`config.mk`:
```
export PLATFORM = sky130hd
export DESIGN_NAME = serial_lock
export DESIGN_NICKNAME = d
export VERILOG_FILES = /design/src/rtl/lock_pkg.sv /design/src/rtl/press_edge.sv /design/src/rtl/combo_reg.sv /design/src/rtl/lock_fsm.sv /design/src/rtl/serial_lock.sv
export SDC_FILE = /design/constraint.sdc
export NUM_CORES = 1
export LEC_CHECK = 0
export ABC_AREA = 1
export BUFFER_PORTS_ARGS = -buffer_cell sky130_fd_sc_hd__buf_2
export CORE_AREA = 3 3 40 42
export CTS_BUF_LIST = sky130_fd_sc_hd__clkbuf_4 sky130_fd_sc_hd__clkbuf_8
export DETAILED_ROUTE_END_ITERATION = 6
export DIE_AREA = 0 0 43 45
export HOLD_SLACK_MARGIN = 0.12
export PLACE_DENSITY = 0.55
export SLEW_MARGIN = 10
export SYNTH_ARGS = -nofsm -noshare
export SYNTH_HDL_FRONTEND = slang
export SYNTH_SLANG_ARGS = --single-unit
export TNS_END_PERCENT = 5
```
`constraint.sdc`:
```
create_clock -name clk -period 2.1 [get_ports clk]
set_input_delay 0.42 -clock clk [delete_from_list [all_inputs] [get_ports clk]]
set_output_delay 0.42 -clock clk [all_outputs]
set_load 0.01 [all_outputs]
```
`src/rtl/lock_pkg.sv`:
```
package lock_pkg;
  typedef enum logic [1:0] {
    PH_COLLECT = 2'd0,
    PH_OPEN    = 2'd1,
    PH_FAIL    = 2'd2
  } lock_phase_e;
endpackage

```
`src/rtl/press_edge.sv`:
```
module press_edge (
  input  logic clk,
  input  logic rst_n,
  input  logic level,
  output logic pulse
);
  logic level_q;

  always_ff @(posedge clk or negedge rst_n) begin
    if (!rst_n) level_q <= 1'b0;
    else        level_q <= level;
  end

  assign pulse = level & ~level_q;


  single_press_chk: assert property (@(posedge clk) disable iff (!rst_n)
    pulse |=> !pulse);
endmodule

```
`src/rtl/combo_reg.sv`:
```
module combo_reg #(
  parameter int NBITS = 3,
  parameter logic [NBITS-1:0] RESET_CODE = 3'b101
) (
  input  logic             clk,
  input  logic             rst_n,
  input  logic             wr,
  input  logic             allow,
  input  logic [NBITS-1:0] wdata,
  output logic [NBITS-1:0] code
);
  always_ff @(posedge clk or negedge rst_n) begin
    if (!rst_n)            code <= RESET_CODE;
    else if (wr && allow)  code <= wdata;
  end


  load_refused_chk: assert property (@(posedge clk) disable iff (!rst_n)
    (wr && !allow) |=> $stable(code));
endmodule

```
`src/rtl/lock_fsm.sv`:
```
module lock_fsm
  import lock_pkg::*;
#(
  parameter int NBITS = 3
) (
  input  logic             clk,
  input  logic             rst_n,
  input  logic             clear,
  input  logic             press,
  input  logic             key_bit,
  input  logic [NBITS-1:0] code,
  output logic             unlock,
  output logic             error,
  output logic             at_start
);
  localparam int STEP_W = $clog2(NBITS + 1);

  lock_phase_e       phase;
  logic [STEP_W-1:0] step;
  logic              bad;
  logic              want;
  logic              mis;
  logic              last;

  always_comb begin
    want = 1'b0;
    for (int i = 0; i < NBITS; i++) begin
      if (step == STEP_W'(i)) want = code[i];
    end
  end

  assign mis  = key_bit ^ want;
  assign last = (step == STEP_W'(NBITS - 1));

  always_ff @(posedge clk or negedge rst_n) begin
    if (!rst_n) begin
      phase <= PH_COLLECT;
      step  <= '0;
      bad   <= 1'b0;
    end else if (clear) begin
      phase <= PH_COLLECT;
      step  <= '0;
      bad   <= 1'b0;
    end else if (phase == PH_COLLECT && press) begin
      if (last) begin
        phase <= (bad | mis) ? PH_FAIL : PH_OPEN;
        step  <= '0;
        bad   <= 1'b0;
      end else begin
        step <= step + 1'b1;
        bad  <= bad | mis;
      end
    end
  end

  assign unlock   = (phase == PH_OPEN);
  assign error    = (phase == PH_FAIL);
  assign at_start = (phase == PH_COLLECT) && (step == '0);


  outcome_excl_chk: assert property (@(posedge clk) disable iff (!rst_n)
    !(unlock && error));

  late_error_chk: assert property (@(posedge clk) disable iff (!rst_n)
    $rose(error) |-> ($past(press) && $past(last) && !$past(clear)));

  clear_home_chk: assert property (@(posedge clk) disable iff (!rst_n)
    clear |=> (!unlock && !error && at_start));

  final_hold_chk: assert property (@(posedge clk) disable iff (!rst_n)
    ((unlock || error) && !clear) |=> ($stable(unlock) && $stable(error)));
endmodule

```
`src/rtl/serial_lock.sv`:
```
module serial_lock #(
  parameter int NBITS = 3,
  parameter logic [NBITS-1:0] RESET_CODE = 3'b101
) (
  input  logic             clk,
  input  logic             rst_n,
  input  logic             clear,
  input  logic             enter,
  input  logic             key_bit,
  input  logic             load,
  input  logic [NBITS-1:0] load_data,
  output logic             unlock,
  output logic             error
);
  logic             press;
  logic             at_start;
  logic [NBITS-1:0] code;

  press_edge u_edge (
    .clk   (clk),
    .rst_n (rst_n),
    .level (enter),
    .pulse (press)
  );

  combo_reg #(.NBITS(NBITS), .RESET_CODE(RESET_CODE)) u_code (
    .clk   (clk),
    .rst_n (rst_n),
    .wr    (load),
    .allow (at_start),
    .wdata (load_data),
    .code  (code)
  );

  lock_fsm #(.NBITS(NBITS)) u_fsm (
    .clk      (clk),
    .rst_n    (rst_n),
    .clear    (clear),
    .press    (press),
    .key_bit  (key_bit),
    .code     (code),
    .unlock   (unlock),
    .error    (error),
    .at_start (at_start)
  );
endmodule

```
==> insert_results.sql, run 1 <==
INSERT INTO impl_metrics (metric_group, metric, value, unit) VALUES
('sta', 'timing_hold_violations_final', '0', ''),
('floorplan', 'floorplan.initialDensity', '0.364', ''),
('routing', 'antenna_violating_nets_post_route', '0', ''),
('grt', 'grt_first_pass_wirelength', '1.58', 'mm'),
('setup_path', 'critical_path_sink_type', 'output port', ''),
('pwr', 'power.sequential.fraction', '0.461', ''),
('setup_path', 'crit_path_start_kind', 'register', ''),
('cells_and_area', 'area.growth.synth_to_final', '23.3', '%'),
('pwr', 'clkPwrFrac', '0.234', ''),
('placement', 'gp_congestion', '0.732', ''),
('routing', 'post-route-drc-count', '0', ''),
('yosys', 'seq_area_frac_synth', '0.487', ''),
('yosys', 'post_synth_inst_count', '56', ''),
('sta', 'max_clock_freq', '0.753', 'GHz'),
('cts', 'clk_latency', '0.25', 'ns'),
('cts', 'ctsResizeCount', '0', ''),
('sta', 'timing.final.crit_share', '0.632', ''),
('cts', 'cts_htree_levels', '1', ''),
('routing', 'detail_route.wl_per_cell', '9.99', 'um'),
('grt', 'grt_most_used_layer', 'met1', ''),
('grt', 'grt_use_met3', '0.0239', ''),
('pwr', 'netSwitchingPower', '0.000197', 'W'),
('routing', 'wirelength', '859', 'um'),
('floorplan', 'die_area', '0.00194', 'mm2'),
('cells_and_area', 'mostFrequentLayoutCells', '11 x sky130_fd_sc_hd__nand2_1, 10 x sky130_fd_sc_hd__buf_2, 7 x sky130_fd_sc_hd__inv_1, 7 x sky130_fd_sc_hd__nand3_1, 7 x sky130_fd_sc_hd__dfrtp_1', ''),
('grt', 'grt_antenna_before_repair', '0', ''),
('sta', 'grt_setup_unrepaired', 'no', ''),
('cts', 'clock_tree_root_buffer_cell', 'sky130_fd_sc_hd__clkbuf_4', ''),
('pwr', 'comb_power_share', '0.305', ''),
('yosys', 'total_standard_cell_area_after_synthesis', '468', 'um2'),
('sta', 'final_max_slew_viol_count', '0', ''),
('routing', 'detailedRoute.firstPassIterationCount', '3', ''),
('sta', 'tns', '0', 'ns'),
('pwr', 'power.density', '1040', 'mW/mm2'),
('sta', 'final_period_minus_worst_setup_slack', '1.33', 'ns'),
('cells_and_area', 'layout.filler_cells', '134', ''),
('grt', 'grt_start_max_net_pins', '10', ''),
('grt', 'grt_pass1_vias', '376', ''),
('yosys', 'syn-mean-instance-area', '8.36', 'um2'),
('cts', 'clock_path_buffers', '2', ''),
('sta', 'tightestPinTransition', '0.204', 'ns'),
('routing', 'vias', '405', ''),
('placement', 'place.detailed.hpwl', '698', 'um'),
('grt', 'grt_overflow', '0', ''),
('setup_path', 'required', '1.68', 'ns'),
('floorplan', 'die_h', '45', 'um'),
('grt', 'global_route_total_usage_across_every_layer', '0.113', ''),
('pwr', 'leak_pwr', '0.304', 'nW'),
('yosys', 'yosys_warnings', '0', ''),
('pwr', 'p_int', '0.000400', 'W'),
('cells_and_area', 'finish.net_count', '81', ''),
('cts', 'clk_pin_slew_worst_paths', '0.06', 'ns'),
('grt', 'grt.met1_usage', '0.160', ''),
('sta', 'maxSlewHeadroom', '0.863', ''),
('sta', 'skew', '0.00536', 'ns'),
('sta', 'fin_ws', '0.772', 'ns'),
('job', 'drv_cap', '0', ''),
('setup_path', 'timing.setup.critical_path_class', 'reg -> out', ''),
('routing', 'detail_route.vias_per_cell', '4.71', ''),
('placement', 'preCtsSetupSlack', '0.902', 'ns'),
('routing', 'number_of_drc_markers_in_iteration_0', '7', ''),
('yosys', 'synth_cell_type_count', '14', ''),
('sta', 'final-setup-viol-count', '0', ''),
('grt', 'groute.layer.met2.usage', '0.147', ''),
('floorplan', 'top_level_ports', '11', ''),
('setup_path', 'timing.critical_path.arrival', '0.91', 'ns'),
('cts', 'cts_made_buffers', '3', ''),
('pwr', 'vdd.ir_drop.worst', '0.697', 'mV'),
('floorplan', 'core_area', '0.00128', 'mm2'),
('cts', 'cts_setup_buffers', '0', ''),
('cells_and_area', 'layout-drive-gt1-share', '0.352', ''),
('floorplan', 'floorplan.rows', '13', ''),
('yosys', 'synth-seq-cells', '9', ''),
('min_path', 'timing.hold.worst.class', 'in -> reg', ''),
('pwr', 'netSwitchingFraction', '0.329', ''),
('yosys', 'syn-num-nets', '65', ''),
('placement', 'port-buffer-count', '10', ''),
('cts', 'cts.sink_count', '9', ''),
('setup_path', 'timing.critical_path.fanout_max', '4', ''),
('outcome', 'outcome', 'completed', ''),
('cells_and_area', 'antenna_cells_inserted', '0', ''),
('floorplan', 'die_w', '43', 'um'),
('cts', 'cts_tree', 'done', ''),
('cells_and_area', 'final_common_cell', 'sky130_fd_sc_hd__nand2_1', '');
## cell families (layout without fill, tap and decap cells)
family                 count (synthesis)  after routing  synth area share
buffers and inverters                  9             24            0.0722
DFF                                    9              9             0.487
AOI/OAI and AO/OA                      3              3            0.0321
muxes                                  3              3            0.0722
and+or+nand+nor                       32             32             0.337
## layout make-up
cell class / count / area (um2) / share of cell area
Tap cell: 15 / 18.8 / 0.0325
Sequential cell: 9 / 228 / 0.395
Multi-Input combinational cell: 38 / 206 / 0.358
Clock buffer: 4 / 30.0 / 0.0521
Inverter: 9 / 33.8 / 0.0586
Timing Repair Buffer: 11 / 60.1 / 0.104
## sequential cells by signal (all words and copies together), names as in the netlist
| name | flops |
|---|---|
| u_code.code | 3 |
| u_fsm.phase | 2 |
| u_fsm.step | 2 |
| u_edge.level_q | 1 |
| u_fsm.bad | 1 |
## metal layers
layer / vias to the layer above / part of all wire / wire, um
li1: 212 / - / -
met1: 183 / 0.53 / 454
met2: 8 / 0.42 / 363
met3: 2 / 0.036 / 31
met4: 0 / 0.010 / 9
met5: - / 0 / 0
## stage by stage
step / util / std cells / hold WS (ns) / instance area, um2 / power [W]
detailed placement: 0.418 / 81 / 0.282 / 537 / 0.000461
floorplan: - / 56 / 0.124 / 468 / 0.000404
global route: 0.449 / 86 / 0.272 / 577 / 0.000658
CTS: 0.449 / 86 / 0.274 / 577 / 0.000610
finish: 0.449 / 86 / 0.284 / 577 / 0.000597
global placement: 0.418 / 81 / 0.279 / 537 / 0.000458
## critical path, stage by stage (launching register included)
cell                      delay [ns]
sky130_fd_sc_hd__dfrtp_1        0.40
sky130_fd_sc_hd__inv_1          0.05
sky130_fd_sc_hd__nor2_1         0.08
sky130_fd_sc_hd__buf_2          0.13
## worst paths after layout
kind                           startpoint             end  slack, ns  depth (start not counted)
setup reg to reg            u_fsm.step[0]  u_code.code[1]       0.93                          3
hold / removal                      enter  u_edge.level_q       0.28                          1
setup / recovery           u_fsm.phase[0]          unlock       0.77                          3
hold reg to reg                 u_fsm.bad       u_fsm.bad       0.52                          2
min in group asynchronous           rst_n       u_fsm.bad       0.54                          2
max in group asynchronous           rst_n  u_code.code[2]       1.31                          2
## power by group through the flow
stage	logic, W	clock network (W)	registers (W)
global route	0.000214	0.000161	0.000283
CTS	0.000186	0.000149	0.000275
detailed placement	0.000183	0	0.000278
floorplan	0.000137	0	0.000267
global placement	0.000180	0	0.000278
finish	0.000182	0.000139	0.000275
## Yosys cell counts (all sizes together)
master,n,area [um2]
nand4,3,18.8
o21ai,3,15.0
dfstp,2,52.6
nand2,14,60.1
dfrtp,7,175
nor2,7,33.8
nand3,8,45.0
inv,9,33.8
mux2,3,33.8
## what timing repair did
action,4_1_cts,5_1_grt
hold buffers,1,0
hold endpoints to repair,7,0
setup endpoints to repair,0,0
(Power assumes the default switching activity.)
==> run 2, diff against run 1 <==
--- a/config.mk
+++ b/config.mk
@@ -5,14 +5,14 @@
 export SDC_FILE = /design/constraint.sdc
 export NUM_CORES = 1
 export LEC_CHECK = 0
-export ABC_AREA = 1
+export ABC_AREA = 0
 export BUFFER_PORTS_ARGS = -buffer_cell sky130_fd_sc_hd__buf_2
 export CORE_AREA = 3 3 40 42
 export CTS_BUF_LIST = sky130_fd_sc_hd__clkbuf_4 sky130_fd_sc_hd__clkbuf_8
 export DETAILED_ROUTE_END_ITERATION = 6
 export DIE_AREA = 0 0 43 45
 export HOLD_SLACK_MARGIN = 0.12
-export PLACE_DENSITY = 0.55
+export PLACE_DENSITY = 0.53
 export SLEW_MARGIN = 10
 export SYNTH_ARGS = -nofsm -noshare
 export SYNTH_HDL_FRONTEND = slang
==> constraint.sdc (replaced) <==
create_clock -name clk -period 1.33 [get_ports clk]
set_input_delay 0.266 -clock clk [delete_from_list [all_inputs] [get_ports clk]]
set_output_delay 0.266 -clock clk [all_outputs]
set_load 0.01 [all_outputs]
==> insert_results.sql, run 2 <==
INSERT INTO impl_metrics (metric_group, metric, value, unit) VALUES
('placement', 'place.detailed.hpwl', '706', 'um'),
('yosys', 'async_reset_ff_frac', '1.00', ''),
('cells_and_area', 'mostFrequentLayoutCells', '10 x sky130_fd_sc_hd__buf_2, 6 x sky130_fd_sc_hd__nor2_1, 6 x sky130_fd_sc_hd__dfrtp_1', ''),
('sta', 'tns', '-0.0423', 'ns'),
('yosys', 'synth_edf_count', '0', ''),
('cts', 'clk_pin_slew_worst_paths', '0.07', 'ns'),
('yosys', 'syn-num-nets', '45', ''),
('yosys', 'synth_cell_type_count', '20', ''),
('placement', 'dpl.cell_count', '64', ''),
('floorplan', 'floorplan.initialDensity', '0.348', ''),
('floorplan', 'die_w', '43', 'um'),
('floorplan', 'top_level_ports', '11', ''),
('floorplan', 'floorplan.rows', '13', ''),
('routing', 'number_of_drc_markers_in_iteration_0', '2', ''),
('yosys', 'synth.top_cells.by_area', 'sky130_fd_sc_hd__dfrtp_1 39%, sky130_fd_sc_hd__dfstp_2 12%, sky130_fd_sc_hd__mux2_2 7.6%', ''),
('floorplan', 'die_h', '45', 'um'),
('yosys', 'total_standard_cell_area_after_synthesis', '447', 'um2'),
('outcome', 'outcome', 'finished with violations', ''),
('routing', 'detail_route.vias_per_cell', '5.00', ''),
('cts', 'clk_latency', '0.26', 'ns'),
('routing', 'post-route-drc-count', '0', ''),
('sta', 'maxSlewHeadroom', '0.814', ''),
('routing', 'detailedRoute.firstPassIterationCount', '2', ''),
('cells_and_area', 'finish.net_count', '64', ''),
('cts', 'cts_tree', 'done', ''),
('cts', 'cts_made_buffers', '3', ''),
('grt', 'grt_pass1_vias', '373', ''),
('cells_and_area', 'largest_registers', 'u_code.code (3), u_fsm.phase (2), u_fsm.step (2)', ''),
('routing', 'antenna_violating_nets_post_route', '0', ''),
('yosys', 'yosysTopAreaCellShare', '0.392', ''),
('grt', 'grt_antenna_before_repair', '0', ''),
('cells_and_area', 'final_common_cell', 'sky130_fd_sc_hd__buf_2', ''),
('pwr', 'power.density', '1090', 'mW/mm2'),
('cells_and_area', 'antenna_cells_inserted', '0', ''),
('floorplan', 'die_area', '0.00194', 'mm2'),
('cells_and_area', 'final_cells', '69', ''),
('yosys', 'synth-seq-cells', '9', ''),
('setup_path', 'timing.critical_path.fanout_max', '3', ''),
('outcome', 'failed_checks', 'setup timing', ''),
('yosys', 'most_numerous_cell_in_the_yosys_netlist', 'sky130_fd_sc_hd__dfrtp_1', ''),
('yosys', 'post-synth-top-area-cell', 'sky130_fd_sc_hd__dfrtp_1', ''),
('sta', 'hold_slack', '0.128', 'ns'),
('cells_and_area', 'layout-drive-gt1-share', '0.519', ''),
('cts', 'clock_tree_root_buffer_cell', 'sky130_fd_sc_hd__clkbuf_4', ''),
('setup_path', 'crit_path_start_kind', 'register', ''),
('sta', 'final_period_minus_worst_setup_slack', '1.37', 'ns'),
('grt', 'grt_overflow', '0', ''),
('sta', 'max_clock_freq', '0.732', 'GHz'),
('placement', 'port-buffer-count', '10', ''),
('cells_and_area', 'largest-register', 'u_code.code', ''),
('yosys', 'synthFlopType', 'sky130_fd_sc_hd__dfrtp_1', ''),
('sta', 'final-setup-viol-count', '3', ''),
('setup_path', 'required', '1.06', 'ns'),
('grt', 'grt_start_max_net_pins', '10', ''),
('sta', 'grt_setup_unrepaired', 'yes', ''),
('sta', 'timing.final.crit_share', '1.03', ''),
('cts', 'cts_htree_levels', '1', ''),
('pwr', 'vdd.ir_drop.worst', '0.754', 'mV'),
('pwr', 'leak_pwr', '0.284', 'nW'),
('routing', 'detail_route.wl_per_cell', '12.8', 'um'),
('sta', 'final_max_slew_viol_count', '0', ''),
('yosys', 'netlist_top_cells_count', '7 x sky130_fd_sc_hd__dfrtp_1, 6 x sky130_fd_sc_hd__nor2_1, 3 x sky130_fd_sc_hd__mux2_2, 3 x sky130_fd_sc_hd__mux2i_1, 2 x sky130_fd_sc_hd__dfstp_2', ''),
('sta', 'skew', '0.0115', 'ns'),
('routing', 'wirelength', '883', 'um'),
('yosys', 'post_synth_inst_count', '36', ''),
('grt', 'grt_first_pass_wirelength', '1.59', 'mm'),
('setup_path', 'critical_path_sink_type', 'output port', ''),
('job', 'drv_cap', '0', ''),
('setup_path', 'timing.critical_path.arrival', '1.10', 'ns'),
('cells_and_area', 'number_of_flip_flops_under_the_largest_register_name', '3', ''),
('floorplan', 'core_area', '0.00128', 'mm2'),
('cells_and_area', 'area.growth.synth_to_final', '33.6', '%'),
('grt', 'global_route_total_usage_across_every_layer', '0.114', ''),
('sta', 'tightestPinTransition', '0.278', 'ns'),
('cells_and_area', 'layout.filler_cells', '122', ''),
('min_path', 'timing.hold.worst.class', 'in -> reg', ''),
('setup_path', 'timing.setup.critical_path_class', 'reg -> out', ''),
('sta', 'fin_ws', '-0.0357', 'ns'),
('cts', 'cts_setup_buffers', '0', ''),
('yosys', 'syn-mean-instance-area', '12.4', 'um2'),
('placement', 'gp_congestion', '0.768', ''),
('cts', 'clock_path_buffers', '2', ''),
('routing', 'vias', '345', ''),
('sta', 'timing_hold_violations_final', '0', ''),
('cts', 'cts.sink_count', '9', ''),
('yosys', 'seq_area_frac_synth', '0.510', ''),
('yosys', 'yosys_warnings', '0', '');
==> run 2: cell count changes in the layout (fill, tap and decap cells not counted), moves of 2 or more <==
cell / delta
sky130_fd_sc_hd__nand3_1: -7
sky130_fd_sc_hd__nand2_1: -11
sky130_fd_sc_hd__mux2_1: -3
sky130_fd_sc_hd__nor2_1: +2
sky130_fd_sc_hd__inv_2: -2
sky130_fd_sc_hd__nand2_2: -3
sky130_fd_sc_hd__inv_1: -6
sky130_fd_sc_hd__o21ai_0: -2
sky130_fd_sc_hd__buf_4: +2
sky130_fd_sc_hd__nor2_2: -3
sky130_fd_sc_hd__mux2_2: +3
sky130_fd_sc_hd__mux2i_1: +3
sky130_fd_sc_hd__nand4_1: -3
==> run 2: area by class of cell <==
cell class,instances,area [um2],area share
Timing Repair Buffer,14,86.3,0.145
Multi-Input combinational cell,26,229,0.384
Clock buffer,4,30.0,0.0503
Tap cell,15,18.8,0.0314
Sequential cell,9,229,0.384
Inverter,1,3.75,0.00629
==> run 2: final timing paths <==
path	from	endpoint	slack (ns)	depth (start not counted)
max	u_fsm.phase[1]	unlock	-0.04	3
min	enter	u_edge.level_q	0.13	1
max reg2reg	u_edge.level_q	u_fsm.bad	0	4
min reg2reg	u_fsm.bad	u_fsm.phase[0]	0.52	1
max in group asynchronous	rst_n	u_code.code[0]	0.70	2
min in group asynchronous	rst_n	u_edge.level_q	0.37	2
==> run 2: report_power, final <==
group	total [W]	switching [W]	internal, W
Sequential	0.000321	0.0000171	0.000304
Combinational	0.0000977	0.0000448	0.0000529
Clock	0.000231	0.0000953	0.000136
==> run 2: logic make-up (layout without fill, tap and decap cells) <==
family	Yosys count	in the layout	share of synthesized area
DFF	9	9	0.510
and+or+nand+nor	14	14	0.213
xor gates and xnor gates	1	1	0.0196
buffers and inverters	1	19	0.00840
muxes	6	6	0.143
AOI/OAI and AO/OA	5	5	0.106
==> run 2: critical path: stages (launching register included) <==
cell	delay, ns
sky130_fd_sc_hd__dfrtp_1	0.42
sky130_fd_sc_hd__buf_6	0.13
sky130_fd_sc_hd__and2b_1	0.17
sky130_fd_sc_hd__buf_2	0.12
==> run 2: per-stage QoR <==
stage                     setup slack (ns)   util  power, W  area, um2
after floorplan                    -0.0142      -  0.000379        447
after global placement              0.0339  0.419  0.000411        538
after detailed placement          -0.00791  0.419  0.000416        538
after CTS                          -0.0442  0.453  0.000654        582
after global routing               -0.0822  0.464  0.000690        597
final                              -0.0357  0.464  0.000650        597
==> run 2: repair_timing <==
item,CTS,global route
hold buffers,1,0
cloned,0,0
gates resized for setup,1,4
hold endpoints to repair,9,0
pin swaps,0,5
setup endpoints to repair,5,7
==> run 2: routing by layer <==
| metal | wire (um) | part of all wire | vias to the layer above | track usage |
|---|---|---|---|---|
| li1 | - | - | 167 | - |
| met1 | 327 | 0.37 | 167 | 0.127 |
| met2 | 472 | 0.53 | 11 | 0.189 |
| met3 | 84 | 0.095 | 0 | 0.0757 |
| met4 | 0 | 0 | 0 | 0.0181 |
| met5 | 0 | 0 | - | 0 |
